==> src/rtl/lps_link_ctrl.sv <==
module lps_link_ctrl #(
  parameter int LOW_LIMIT = 128,
  parameter int OFF_LIMIT = 1280,
  parameter int INIT_LEN  = 4
) (
  input  logic       clk,
  input  logic       rst_n,
  input  logic       lps_in,
  input  logic       phy_ready,
  output logic       lps_active,
  output logic [1:0] if_state,
  output logic       ctl_out_en,
  output logic       data_out_en,
  output logic       req_in_en,
  output logic       sysclk_en
);
  localparam int CNT_W  = $clog2(OFF_LIMIT + 2);
  localparam int INIT_W = (INIT_LEN > 1) ? $clog2(INIT_LEN) : 1;
  localparam logic [CNT_W-1:0]  CNT_SAT   = CNT_W'(OFF_LIMIT + 1);
  localparam logic [CNT_W-1:0]  LOW_TH    = CNT_W'(LOW_LIMIT);
  localparam logic [CNT_W-1:0]  OFF_TH    = CNT_W'(OFF_LIMIT);
  localparam logic [INIT_W-1:0] INIT_LAST = INIT_W'(INIT_LEN - 1);
  localparam logic [1:0] S_ACTIVE = 2'd0;
  localparam logic [1:0] S_RESET  = 2'd1;
  localparam logic [1:0] S_OFF    = 2'd2;
  localparam logic [1:0] S_INIT   = 2'd3;

  logic [CNT_W-1:0]  low_cnt;
  logic [CNT_W-1:0]  low_cnt_nx;
  logic [INIT_W-1:0] init_cnt;
  logic [1:0]        state;
  logic [1:0]        state_nx;
  logic              wake;

  assign low_cnt_nx = lps_in ? '0 :
                      (low_cnt == CNT_SAT) ? low_cnt : low_cnt + CNT_W'(1);

  always_ff @(posedge clk or negedge rst_n) begin
    if (!rst_n) begin
      low_cnt    <= CNT_SAT;
      lps_active <= 1'b0;
    end else begin
      low_cnt    <= low_cnt_nx;
      lps_active <= (low_cnt_nx <= LOW_TH);
    end
  end

  assign wake = lps_active & phy_ready;

  always_comb begin
    state_nx = state;
    case (state)
      S_ACTIVE: if (!lps_active) state_nx = S_RESET;
      S_RESET: begin
        if (wake)                  state_nx = S_INIT;
        else if (low_cnt > OFF_TH) state_nx = S_OFF;
      end
      S_OFF: if (wake) state_nx = S_INIT;
      default: begin
        if (!lps_active)                state_nx = S_RESET;
        else if (init_cnt == INIT_LAST) state_nx = S_ACTIVE;
      end
    endcase
  end

  always_ff @(posedge clk or negedge rst_n) begin
    if (!rst_n) begin
      state    <= S_OFF;
      init_cnt <= '0;
    end else begin
      state    <= state_nx;
      init_cnt <= (state == S_INIT && state_nx == S_INIT) ? init_cnt + INIT_W'(1) : '0;
    end
  end

  assign if_state    = state;
  assign ctl_out_en  = (state == S_ACTIVE);
  assign data_out_en = (state == S_ACTIVE);
  assign req_in_en   = (state == S_ACTIVE);
  assign sysclk_en   = (state != S_OFF);
endmodule


==> config.mk <==
export PLATFORM = sky130hd
export DESIGN_NAME = lps_link_ctrl
export DESIGN_NICKNAME = d
export VERILOG_FILES = /design/src/rtl/lps_link_ctrl.sv
export SDC_FILE = /design/constraint.sdc
export NUM_CORES = 1
export LEC_CHECK = 0
export CAP_MARGIN = 20
export CORE_MARGIN = 4
export CORE_UTILIZATION = 60
export DETAILED_ROUTE_END_ITERATION = 12
export DONT_BUFFER_PORTS = 1
export MAX_ROUTING_LAYER = met4
export PLACE_DENSITY_LB_ADDON = 0.08
export SETUP_SLACK_MARGIN = 0.4
export SYNTH_ARGS = -nofsm -noshare
export SYNTH_HDL_FRONTEND = slang
export SYNTH_SLANG_ARGS = --single-unit
==> constraint.sdc <==
create_clock -name clk -period 2.75 [get_ports clk]
set_input_delay 0.1375 -clock clk [delete_from_list [all_inputs] [get_ports clk]]
set_output_delay 0.1375 -clock clk [all_outputs]
set_load 0.01 [all_outputs]
* Yosys cells after proc, flatten, opt, wreduce, memory -nomap -nowiden
Index checks and enable logic that the tools add are counted.
Storage, ports and cells: flip-flop bits (word level) 16, input port bits 4, output and inout bits 7, word-level logic and storage cells 28
Operators by class: add/sub/neg operators 2, order comparisons 2, equal/unequal tests 7, multiplexer cells 10, bitwise operators 1, reduce and logical (&&, ||, !) cells 2
Operators by type and width (number):
- 11-bit 2-to-1 mux | 2
- 2-bit 2-to-1 mux | 7
- 11-bit by 1-bit adder with 11-bit output (second input constant) | 1
- 11-bit equality test (second input constant) | 1
- 11-bit greater-than comparator (second input constant) | 1
- 11-bit by 8-bit less-or-equal comparator with 1-bit output (second input constant) | 1
- 2-bit equality test (second input constant) | 4
- 2-bit one-hot mux with 3 select lines | 1
- 2-bit by 1-bit adder with 2-bit output (second input constant) | 1
- 2-bit by 1-bit equality test with 1-bit output (second input constant) | 1
- 2-bit zero test | 1
- 2-bit != test (second input constant) | 1
- 1-bit AND | 1
- 1-bit logical AND | 1

* Logic depth before layout (Yosys ltp)
Gate-level depths: netlist (run 1).
word-level depth 7, depth in mapped cells 8, gate-level depth less buffers 7

* Least setup slack after synthesis (run 1)
No wires, ideal clock.
kind reg2reg, start point reg low_cnt[0], end point reg lps_active, setup time 94 ps, arrival 1799 ps, data required time 2656 ps, setup slack 857 ps, stages on the path, launching flop included 6, buffers on the path 0, period minus slack after synthesis 1893 ps, path through dfstp_2 -> ha_1 -> or4b_2 -> o21ai_0 -> o221ai_1 -> a221oi_2
On the way: longest elaborated chain between the ends 4
Ends and longest elaborated chain:
- from (decl) | line 28 | logic [CNT_W-1:0] low_cnt;
- from (signal assigned) | line 43 | low_cnt <= low_cnt_nx;
- 11-bit by 1-bit adder with 11-bit output or 11-bit equality test (tied branches) | line 36 | (low_cnt == CNT_SAT) ? low_cnt : low_cnt + CNT_W'(1);
- 11-bit 2-to-1 mux (*) | line 36
- 11-bit 2-to-1 mux (*) | line 35 | assign low_cnt_nx = lps_in ? '0 :
- 11-bit by 8-bit less-or-equal comparator with 1-bit output (*) | line 44 | lps_active <= (low_cnt_nx <= LOW_TH);
- to (signal assigned) | line 44
- to (decl) | line 10 | output logic lps_active,
Every way passes the cells marked *; elsewhere a longest branch is shown, timed or not.

* Final worst setup path (run 1)
Ends and elaborated chain as after synthesis.

==> results.json, run 1 <==
{
  "outcome": "complete, no violations",
  "cts_tree": "yes",
  "cp_max_fo": 6,
  "setup_violations": 0,
  "synth_edf_count": 0,
  "grt_overflow": 0,
  "p_clk_share_pct": 26.6,
  "fillers": 125,
  "antenna_cells": 0,
  "pwr-share-seq_pct": 53.8,
  "numCtsBuffers": 3,
  "synthesis.nets": 109,
  "antenna_found_initial": 0,
  "syn2layout_area_growth_pct": 3.05,
  "seq_area_frac_synth_pct": 41.1,
  "postRouteAntennaNets": 0,
  "grt_use_total_pct": 16.2,
  "fin_setup_tns_ns": 0,
  "cts_buffer_depth": 2,
  "p_sw_uw": 181,
  "synth.top_cells.by_area": "dfrtp_1 (30%), dfstp_2 (11%), nor2_1 (5.7%), xor2_1 (5.3%), ha_1 (5.1%)",
  "power_frac_comb_pct": 19.7,
  "syn_area_per_cell_sq_um": 9.76,
  "gp_congestion": 0.818,
  "totalWireLength_um": 1700,
  "grt_pass1_vias": 638,
  "finalHoldViolations": 0,
  "post-route-drc-count": 0,
  "syn_inst": 101,
  "timing.final.crit_period_ns": 2.01,
  "finalMaxSlewViolations": 0,
  "wl_per_cell_um": 14.6,
  "hold_path.class": "primary input to flop",
  "ys.flop_type": "dfrtp_1",
  "power_density_mw_per_mm2": 573,
  "peakVddDrop_mv": 0.252,
  "synth-warning-count": 0,
  "grt_pass1_wl_um": 3050,
  "cp.arrival_ns": 2.21,
  "internal_power_uw": 401,
  "worst_pin_slew_ns": 0.732,
  "initial_core_util_pct": 64.7,
  "async_reset_ff_share_pct": 100,
  "via_per_inst": 6.13,
  "cp.required_ns": 2.95,
  "cts_root_buf": "clkbuf_4",
  "rsz0062_at_grt": "false",
  "vias": 711,
  "ys_ff_latch": 16,
  "finalNonFillerCells": 116,
  "die_h_um": 48.5,
  "synth_cell_types": 35,
  "switching_share_pct": 31.1,
  "power.leakage_uw": 0.000407,
  "fmax_mhz": 498,
  "rows": 14,
  "maxCapViolCount": 0,
  "fin_crit_sh_pct": 73.0,
  "drtIter0Drc": 12,
  "syn-cell-area_sq_um": 986,
  "skew_ns": 0.00457,
  "post_cts_buffers": 0,
  "coreArea_sq_mm": 0.00152,
  "crit_path_start_kind": "flop",
  "clk_latency_ns": 0.28,
  "worstSetupPathType": "flop to flop",
  "final_util_pct": 66.7,
  "num_io_pins": 11,
  "fin_nets": 109,
  "clock_sinks": 16,
  "ctsHtreeMaxLevel": 1,
  "dp_hpwl_um": 1230,
  "port_buffers": 0,
  "grt_start_max_net_pins": 17,
  "dp_cells": 110,
  "drt_first_pass_iters": 4,
  "yosys.area.top_type": "dfrtp_1",
  "die_area_sq_mm": 0.00236,
  "end_kind": "flop",
  "drive_gt1_share_pct": 15.0,
  "path_clk_slew_ns": 0.10,
  "maxSlewHeadroom_pct": 51.0,
  "yosysTopAreaCellShare_pct": 30.5,
  "die_w_um": 48.5
}
-- stage by stage --
| stage | cell area (sq um) | hold WS [ns] | power (uW) | worst slack (ns) |
|---|---|---|---|---|
| 2_1_floorplan | 986 | -0.158 | 419 | 0.857 |
| 3_3_place_gp | 960 | -0.158 | 422 | 0.794 |
| 3_5_place_dp | 960 | -0.158 | 426 | 0.761 |
| 4_1_cts | 1020 | 0.0433 | 591 | 0.741 |
| 5_1_grt | 1020 | 0.0714 | 630 | 0.627 |
| 6_report | 1020 | 0.0435 | 582 | 0.744 |
-- timing repair --
item / in CTS / in global routing
hold endpoints to repair: 26 / 0
resized for setup: 0 / 0
hold buffers: 2 / 0
-- critical path, stage by stage (launching register included) --
cell and delay (ns):
dfstp_2 0.58, ha_1 0.28, or4b_2 0.60, o21ai_0 0.10
o221ai_1 0.15, a221oi_2 0.23
-- path summary, 6_finish.rpt --
path | startpoint | end | slack, ns | cells after the start
min in group asynchronous | rst_n | init_cnt[0] | 0.34 | 1
max in group asynchronous | rst_n | low_cnt[1] | 1.94 | 1
setup reg to reg | low_cnt[0] | lps_active | 0.74 | 5
setup / recovery | low_cnt[0] | lps_active | 0.74 | 5
hold reg to reg | init_cnt[0] | init_cnt[0] | 0.44 | 1
hold / removal | phy_ready | if_state[0] | 0.04 | 2
-- power by group through the flow --
stage | combinational [uW] | clock (uW) | sequential, uW
final | 114 | 155 | 313
after CTS | 117 | 160 | 314
after floorplan | 120 | 0 | 299
after global routing | 136 | 173 | 320
after global placement | 105 | 0 | 317
after detailed placement | 107 | 0 | 319
-- sequential cells by signal, indices dropped and copies added (netlist names) --
| register | flops |
|---|---|
| if_state | 2 |
| init_cnt | 2 |
| low_cnt | 11 |
| lps_active | 1 |
-- synthesized netlist by cell type (all sizes together) (4+ instances only) --
| library cell | n |
|---|---|
| nand3 | 5 |
| dfrtp | 12 |
| xnor2 | 5 |
| dfstp | 4 |
| o21ai | 5 |
| buf | 4 |
| nor3 | 4 |
| inv | 6 |
| a21oi | 4 |
| ha | 4 |
| nor2 | 15 |
| xor2 | 6 |
-- kinds of logic after synthesis --
| logic type | after synthesis | synth area share, % |
|---|---|---|
| xor+xnor | 11 | 9.77 |
| fa+ha+maj | 4 | 5.08 |
| simple gates | 39 | 22.2 |
| flops | 16 | 41.1 |
| mux | 1 | 1.02 |
| buf+inv | 13 | 6.98 |
| compound gates | 17 | 13.8 |
-- layer usage --
metal	up-vias	track usage, %	wire (um)
met5	-	-	0
met4	0	4.04	24
met3	4	1.84	69
met2	19	24.1	789
met1	334	23.5	815
li1	354	-	-
-- cell type report --
cell class                 count  area (sq um)  share of cell area [%]
inverter                       6          22.5                    2.22
timing repair buffer           2          20.0                    1.97
sequential                    16           405                    39.9
clock buffer                   4          36.3                    3.57
multi-input combinational     72           512                    50.4
tap                           16          20.0                    1.97
-- layout by cell type (no fill, tap or decap), types with 3 or more instances in the layout --
master	netlist	final
dfrtp_1	12	12
a21oi_1	4	4
ha_1	4	4
nand3_1	5	5
xnor2_1	5	5
xor2_1	6	6
inv_1	6	6
clkbuf_4	0	3
nor3_1	3	3
dfstp_2	4	4
o21ai_0	5	5
nor2_1	15	15
No activity file was read; power rests on OpenSTA's default activity.
==> inputs of run 2 (changes only) <==
--- a/config.mk
+++ b/config.mk
@@ -5,9 +5,10 @@
 export SDC_FILE = /design/constraint.sdc
 export NUM_CORES = 1
 export LEC_CHECK = 0
+export ABC_AREA = 1
 export CAP_MARGIN = 20
 export CORE_MARGIN = 4
-export CORE_UTILIZATION = 60
+export CORE_UTILIZATION = 61
 export DETAILED_ROUTE_END_ITERATION = 12
 export DONT_BUFFER_PORTS = 1
 export MAX_ROUTING_LAYER = met4
==> constraint.sdc (replaced) <==
create_clock -name clk -period 1.9 [get_ports clk]
set_input_delay 0.095 -clock clk [delete_from_list [all_inputs] [get_ports clk]]
set_output_delay 0.095 -clock clk [all_outputs]
set_load 0.01 [all_outputs]
==> results.json, run 2 <==
{
  "outcome": "complete, no violations",
  "fin_crit_sh_pct": 86.1,
  "numCtsBuffers": 3,
  "die_area_sq_mm": 0.00242,
  "synth_commonest_cells": "nand2_1 (28), inv_1 (25), nand3_1 (19)",
  "drtIter0Drc": 24,
  "synth_edf_count": 0,
  "timing.final.crit_period_ns": 1.64,
  "post-route-drc-count": 0,
  "grt_start_max_net_pins": 17,
  "drive_gt1_share_pct": 22.7,
  "fin_setup_tns_ns": 0,
  "initial_core_util_pct": 66.5,
  "cts_buffer_depth": 2,
  "die_w_um": 49.2,
  "rows": 14,
  "synthesis.nets": 149,
  "ctsHtreeMaxLevel": 1,
  "cts_root_buf": "clkbuf_4",
  "critPathMaxStageDelay_ns": 0.59,
  "internal_power_uw": 556,
  "grt_pass1_wl_um": 3720,
  "grt_use_total_pct": 19.9,
  "yosys.area.top_type": "dfrtp_1",
  "syn2layout_area_growth_pct": 13.0,
  "setup_violations": 0,
  "power_density_mw_per_mm2": 734,
  "postRouteAntennaNets": 0,
  "gp_congestion": 0.910,
  "crit_path_start": "low_cnt[0]",
  "cts_tree": "yes",
  "finalMaxSlewViolations": 0,
  "clock_sinks": 16,
  "grt_overflow": 0,
  "peakVddDrop_mv": 0.551,
  "p_sw_uw": 304,
  "syn_area_per_cell_sq_um": 7.36,
  "cp-endpoint": "lps_active",
  "fin_nets": 159,
  "cp_max_fo": 6,
  "vias": 926,
  "wl_per_cell_um": 13.1,
  "maxSlewHeadroom_pct": 52.0,
  "port_buffers": 0,
  "drt_first_pass_iters": 4,
  "syn-cell-area_sq_mm": 0.00104,
  "antenna_found_initial": 0,
  "coreArea_sq_mm": 0.00156,
  "cp.required_ns": 2.13,
  "totalWireLength_um": 2180,
  "worst-path-buf-inv": 1,
  "crit_family": "simple AND/OR/NAND/NOR gates",
  "syn_inst": 141,
  "r2r_cells": 10,
  "switching_share_pct": 35.4,
  "pwr-share-seq_pct": 51.7,
  "regToRegSetupSlack_ns": 0.26,
  "synth-warning-count": 0,
  "holdWs_ns": 0.0263,
  "grt_pass1_vias": 896,
  "antenna_cells": 0,
  "crit_path_start_kind": "flop",
  "power.leakage_uw": 0.000627,
  "r2r-end": "lps_active",
  "yosysMostFrequentCell": "nand2_1",
  "hold_path.class": "primary input to flop",
  "die_h_um": 49.2,
  "cp_slowest_cell": "dfstp_2",
  "layout_common_cells": "nand2_1 (26), inv_1 (25), nand3_1 (18), nor2_1 (13), dfrtp_1 (11)",
  "largest_reg_flops": 11,
  "p_clk_share_pct": 22.3,
  "end_kind": "flop",
  "seq_area_frac_synth_pct": 39.1,
  "ys_ff_latch": 16,
  "synth_cell_types": 26,
  "ys.flop_type": "dfrtp_1",
  "crit_chain": "ha_4 > nand2_4 > nor2_4 > buf_4 > nand3_1 > nand2_1 > a21oi_2 > nor2_1 > nand3_1 > nand2_1",
  "skew_ns": 0.00790,
  "synth.top_cells.by_area": "dfrtp_1 (29%), dfstp_2 (10%), nand2_1 (10%), nand3_1 (9.2%), inv_1 (9.0%)",
  "async_reset_ff_share_pct": 100,
  "final_common_cell": "nand2_1",
  "power_frac_comb_pct": 26.0,
  "dp_hpwl_um": 1540,
  "via_per_inst": 5.58,
  "rsz0062_at_grt": "true",
  "finalHoldViolations": 0,
  "worstSetupPathType": "flop to flop",
  "worst_pin_slew_ns": 0.717,
  "top_register": "low_cnt",
  "path_clk_slew_ns": 0.10,
  "cp.arrival_ns": 1.87,
  "clk_latency_ns": 0.29,
  "maxCapViolCount": 0,
  "cp.depth": 10,
  "fmax_mhz": 612,
  "num_io_pins": 11,
  "yosysTopAreaCellShare_pct": 29.0,
  "timing.rr.start": "low_cnt[0]"
}
==> run 2: changes by cell type after synthesis, moves of 5 or more <==
cell	delta
nand2_1	+27
inv_1	+19
nand3_1	+14
nand2_2	+5
xnor2_1	-5
xor2_1	-5
==> run 2: kinds of logic after synthesis <==
family | after synthesis | synth area share [%]
compound gates | 10 | 5.43
simple gates | 79 | 37.5
buf+inv | 31 | 12.3
xor+xnor | 1 | 0.845
fa+ha+maj | 4 | 4.83
flops | 16 | 39.1
==> run 2: worst reg2reg max path, stage by stage, from the launching register on <==
cell and delay, ns:
dfstp_2 0.59, ha_4 0.17, nand2_4 0.06, nor2_4 0.16
buf_4 0.14, nand3_1 0.07, nand2_1 0.08, a21oi_2 0.06
nor2_1 0.12, nand3_1 0.08, nand2_1 0.07
==> run 2: cell type report <==
cell class,instances,area (sq um)
Sequential cell,16,407
Timing Repair Buffer,8,71.3
Clock buffer,4,26.3
Tap cell,16,20.0
Multi-Input combinational cell,94,543
Inverter,28,105
Fill cell,119,387
==> run 2: worst min-delay path by stage <==
stage,from,depth (start not counted),endpoint
4_1_cts,phy_ready,2,if_state[0]
6_report,phy_ready,2,if_state[0]
2_1_floorplan,rst_n,0,if_state[0]
3_3_place_gp,rst_n,0,low_cnt[1]
3_5_place_dp,rst_n,0,low_cnt[1]
5_1_grt,phy_ready,2,if_state[0]
==> run 2: metal layers <==
layer,vias to the layer above,track usage [%],share of wire (%)
li1,455,-,-
met4,0,4.27,1.7
met5,-,-,0
met2,35,32.4,50
met3,4,4.59,6.6
met1,432,25.0,42
==> run 2: repair_timing <==
action / in CTS / in global routing
hold endpoints to repair: 18 / 0
buffers inserted: 4 / 1
gates resized for setup: 3 / 5
pin swaps: 5 / 6
hold buffers: 3 / 0
setup endpoints to repair: 3 / 5
==> run 2: power by group through the flow <==
stage	combinational, uW	clock [uW]	sequential (uW)
5_1_grt	258	210	456
4_1_cts	220	193	445
6_report	224	192	445
3_5_place_dp	199	0	450
3_3_place_gp	188	0	449
2_1_floorplan	190	0	438
==> run 2: metrics by stage <==
stage / setup WS [ns] / instances / utilization, % / total power, uW / cell area, sq um
2_1_floorplan: 0.401 / 141 / - / 627 / 1060
3_3_place_gp: 0.276 / 154 / 67.6 / 636 / 1050
3_5_place_dp: 0.234 / 154 / 67.6 / 649 / 1050
4_1_cts: 0.271 / 165 / 73.8 / 858 / 1150
5_1_grt: 0.185 / 166 / 75.2 / 923 / 1170
6_report: 0.265 / 166 / 75.2 / 861 / 1170
==> inputs of run 3 (changes only) <==
--- a/config.mk
+++ b/config.mk
@@ -5,10 +5,10 @@
 export SDC_FILE = /design/constraint.sdc
 export NUM_CORES = 1
 export LEC_CHECK = 0
-export ABC_AREA = 1
 export CAP_MARGIN = 20
 export CORE_MARGIN = 4
-export CORE_UTILIZATION = 61
+export CORE_UTILIZATION = 60
+export CTS_CLUSTER_SIZE = 20
 export DETAILED_ROUTE_END_ITERATION = 12
 export DONT_BUFFER_PORTS = 1
 export MAX_ROUTING_LAYER = met4
==> results.json, run 3 (synthesized netlist as in run 1, its figures left out) <==
{
  "timing.final.crit_period_ns": 1.75,
  "finalMaxSlewViolations": 0,
  "ff_latch_area_sq_um": 407,
  "worstSetupPathType": "flop to flop",
  "grt_overflow": 0,
  "largest_reg_flops": 11,
  "syn2layout_area_growth_pct": 21.7,
  "via_per_inst": 6.20,
  "cts_buffer_depth": 2,
  "top_layer": "met4",
  "dr_wl_met2_um": 1050,
  "initial_core_util_pct": 64.7,
  "die_h_um": 48.5,
  "top_register": "low_cnt",
  "multi_input_area_sq_um": 594,
  "die_area_sq_mm": 0.00236,
  "power.leakage_uw": 0.000480,
  "cp_max_fo": 4,
  "crit_path_start": "low_cnt[0]",
  "outcome": "complete, no violations",
  "grt_use_total_pct": 20.9,
  "holdWs_ns": 0.0196,
  "skew_ns": 0.00334,
  "antenna_found_initial": 0,
  "ctsHtreeMaxLevel": 1,
  "port_buffers": 0,
  "totalWireLength_um": 2180,
  "setup_violations": 0,
  "grt_pass1_wl_um": 3700,
  "fmax_mhz": 571,
  "grt_pass1_vias": 807,
  "drive_gt1_share_pct": 39.3,
  "coreArea_sq_mm": 0.00152,
  "clock_sinks": 16,
  "layout_common_cells": "nor2_1 (13), dfrtp_1 (11), buf_4 (9), xor2_1 (6)",
  "gp_congestion": 0.904,
  "cts_root_buf": "clkbuf_4",
  "timing.rr.start": "low_cnt[0]",
  "fin_setup_tns_ns": 0,
  "rows": 14,
  "drtIter0Drc": 28,
  "post-route-drc-count": 0,
  "fin_nets": 121,
  "clk_latency_ns": 0.30,
  "path_clk_slew_ns": 0.10,
  "dp_hpwl_um": 1360,
  "fillers": 98,
  "grt_start_max_net_pins": 17,
  "rsz0062_at_grt": "true",
  "cp.required_ns": 2.11,
  "die_w_um": 48.5,
  "maxCapViolCount": 0,
  "cts_tree": "yes",
  "antenna_cells": 0,
  "numCtsBuffers": 3,
  "min-delay-start": "lps_in",
  "vias": 794,
  "worst_pin_slew_ns": 0.702,
  "total_power_uw": 902,
  "wl_met3_um": 153,
  "cp.arrival_ns": 1.96,
  "crit_path_start_kind": "flop",
  "hold_path.class": "primary input to flop",
  "final_common_cell": "nor2_1",
  "drt_first_pass_iters": 4,
  "wl_per_cell_um": 17.0,
  "postRouteAntennaNets": 0,
  "fin_crit_sh_pct": 92.2,
  "num_io_pins": 11,
  "peakVddDrop_mv": 0.694,
  "maxSlewHeadroom_pct": 53.1,
  "end_kind": "flop",
  "wl_met1_um": 908,
  "power_density_mw_per_mm2": 752,
  "finalHoldViolations": 0
}
[run 3: cell types whose count changed in the layout (fill, tap and decap cells not counted), moves of 5 or more]
cell     change
buf_4        +5
inv_1       -21
nand2_1     -26
nand2_2      -5
nand3_1     -13
xnor2_1      +5
xor2_1       +5
[run 3: worst paths after layout]
path | endpoint | slack [ns] | depth (start not counted)
max in group asynchronous | low_cnt[1] | 1.13 | 1
min | low_cnt[9] | 0.02 | 2
max | lps_active | 0.15 | 5
min reg2reg | init_cnt[0] | 0.45 | 1
max reg2reg | lps_active | 0.15 | 5
min in group asynchronous | low_cnt[7] | 0.28 | 1
[run 3: layout make-up]
class,count,share of cell area [%]
clock buffer,4,3.02
multi-input combinational,72,49.5
sequential,16,33.9
timing repair buffer,14,10.0
tap,16,1.67
inverter,6,1.88
[run 3: what timing repair did]
item	in CTS	in global routing
setup endpoints to repair	8	10
hold buffers	2	1
endpoints found under the hold margin	27	10
gates resized for setup	13	6
buffers inserted	4	2
pin swaps	7	6
[run 3: worst max-delay path, cell delays in order, from the launching register on]
cell      delay (ns)
dfstp_2         0.60
ha_4            0.17
or4b_4          0.46
o21ai_2         0.08
o221ai_2        0.13
a221oi_2        0.24
[run 3: per-stage QoR]
step           utilization (%)  setup slack, ns  std cells  cell area (sq um)
6_report                  78.7            0.148        128               1200
5_1_grt                   78.7           0.0539        128               1200
4_1_cts                   75.9            0.182        125               1160
3_5_place_dp              67.5           0.0603        115               1030
3_3_place_gp              67.5            0.115        115               1030
2_1_floorplan                -            0.168        101               1020
[run 3: report_power, final]
group          switching [uW]  leakage, uW  internal, uW
registers                63.3     0.000196           392
clock network             119    0.0000210           117
logic                     115     0.000263          96.5
[run 3: per-layer routing]
layer | GRT usage, % | up-vias
met5 | - | -
met4 | 14.8 | 0
met3 | 5.83 | 6
met2 | 31.7 | 28
met1 | 23.3 | 388
li1 | - | 372
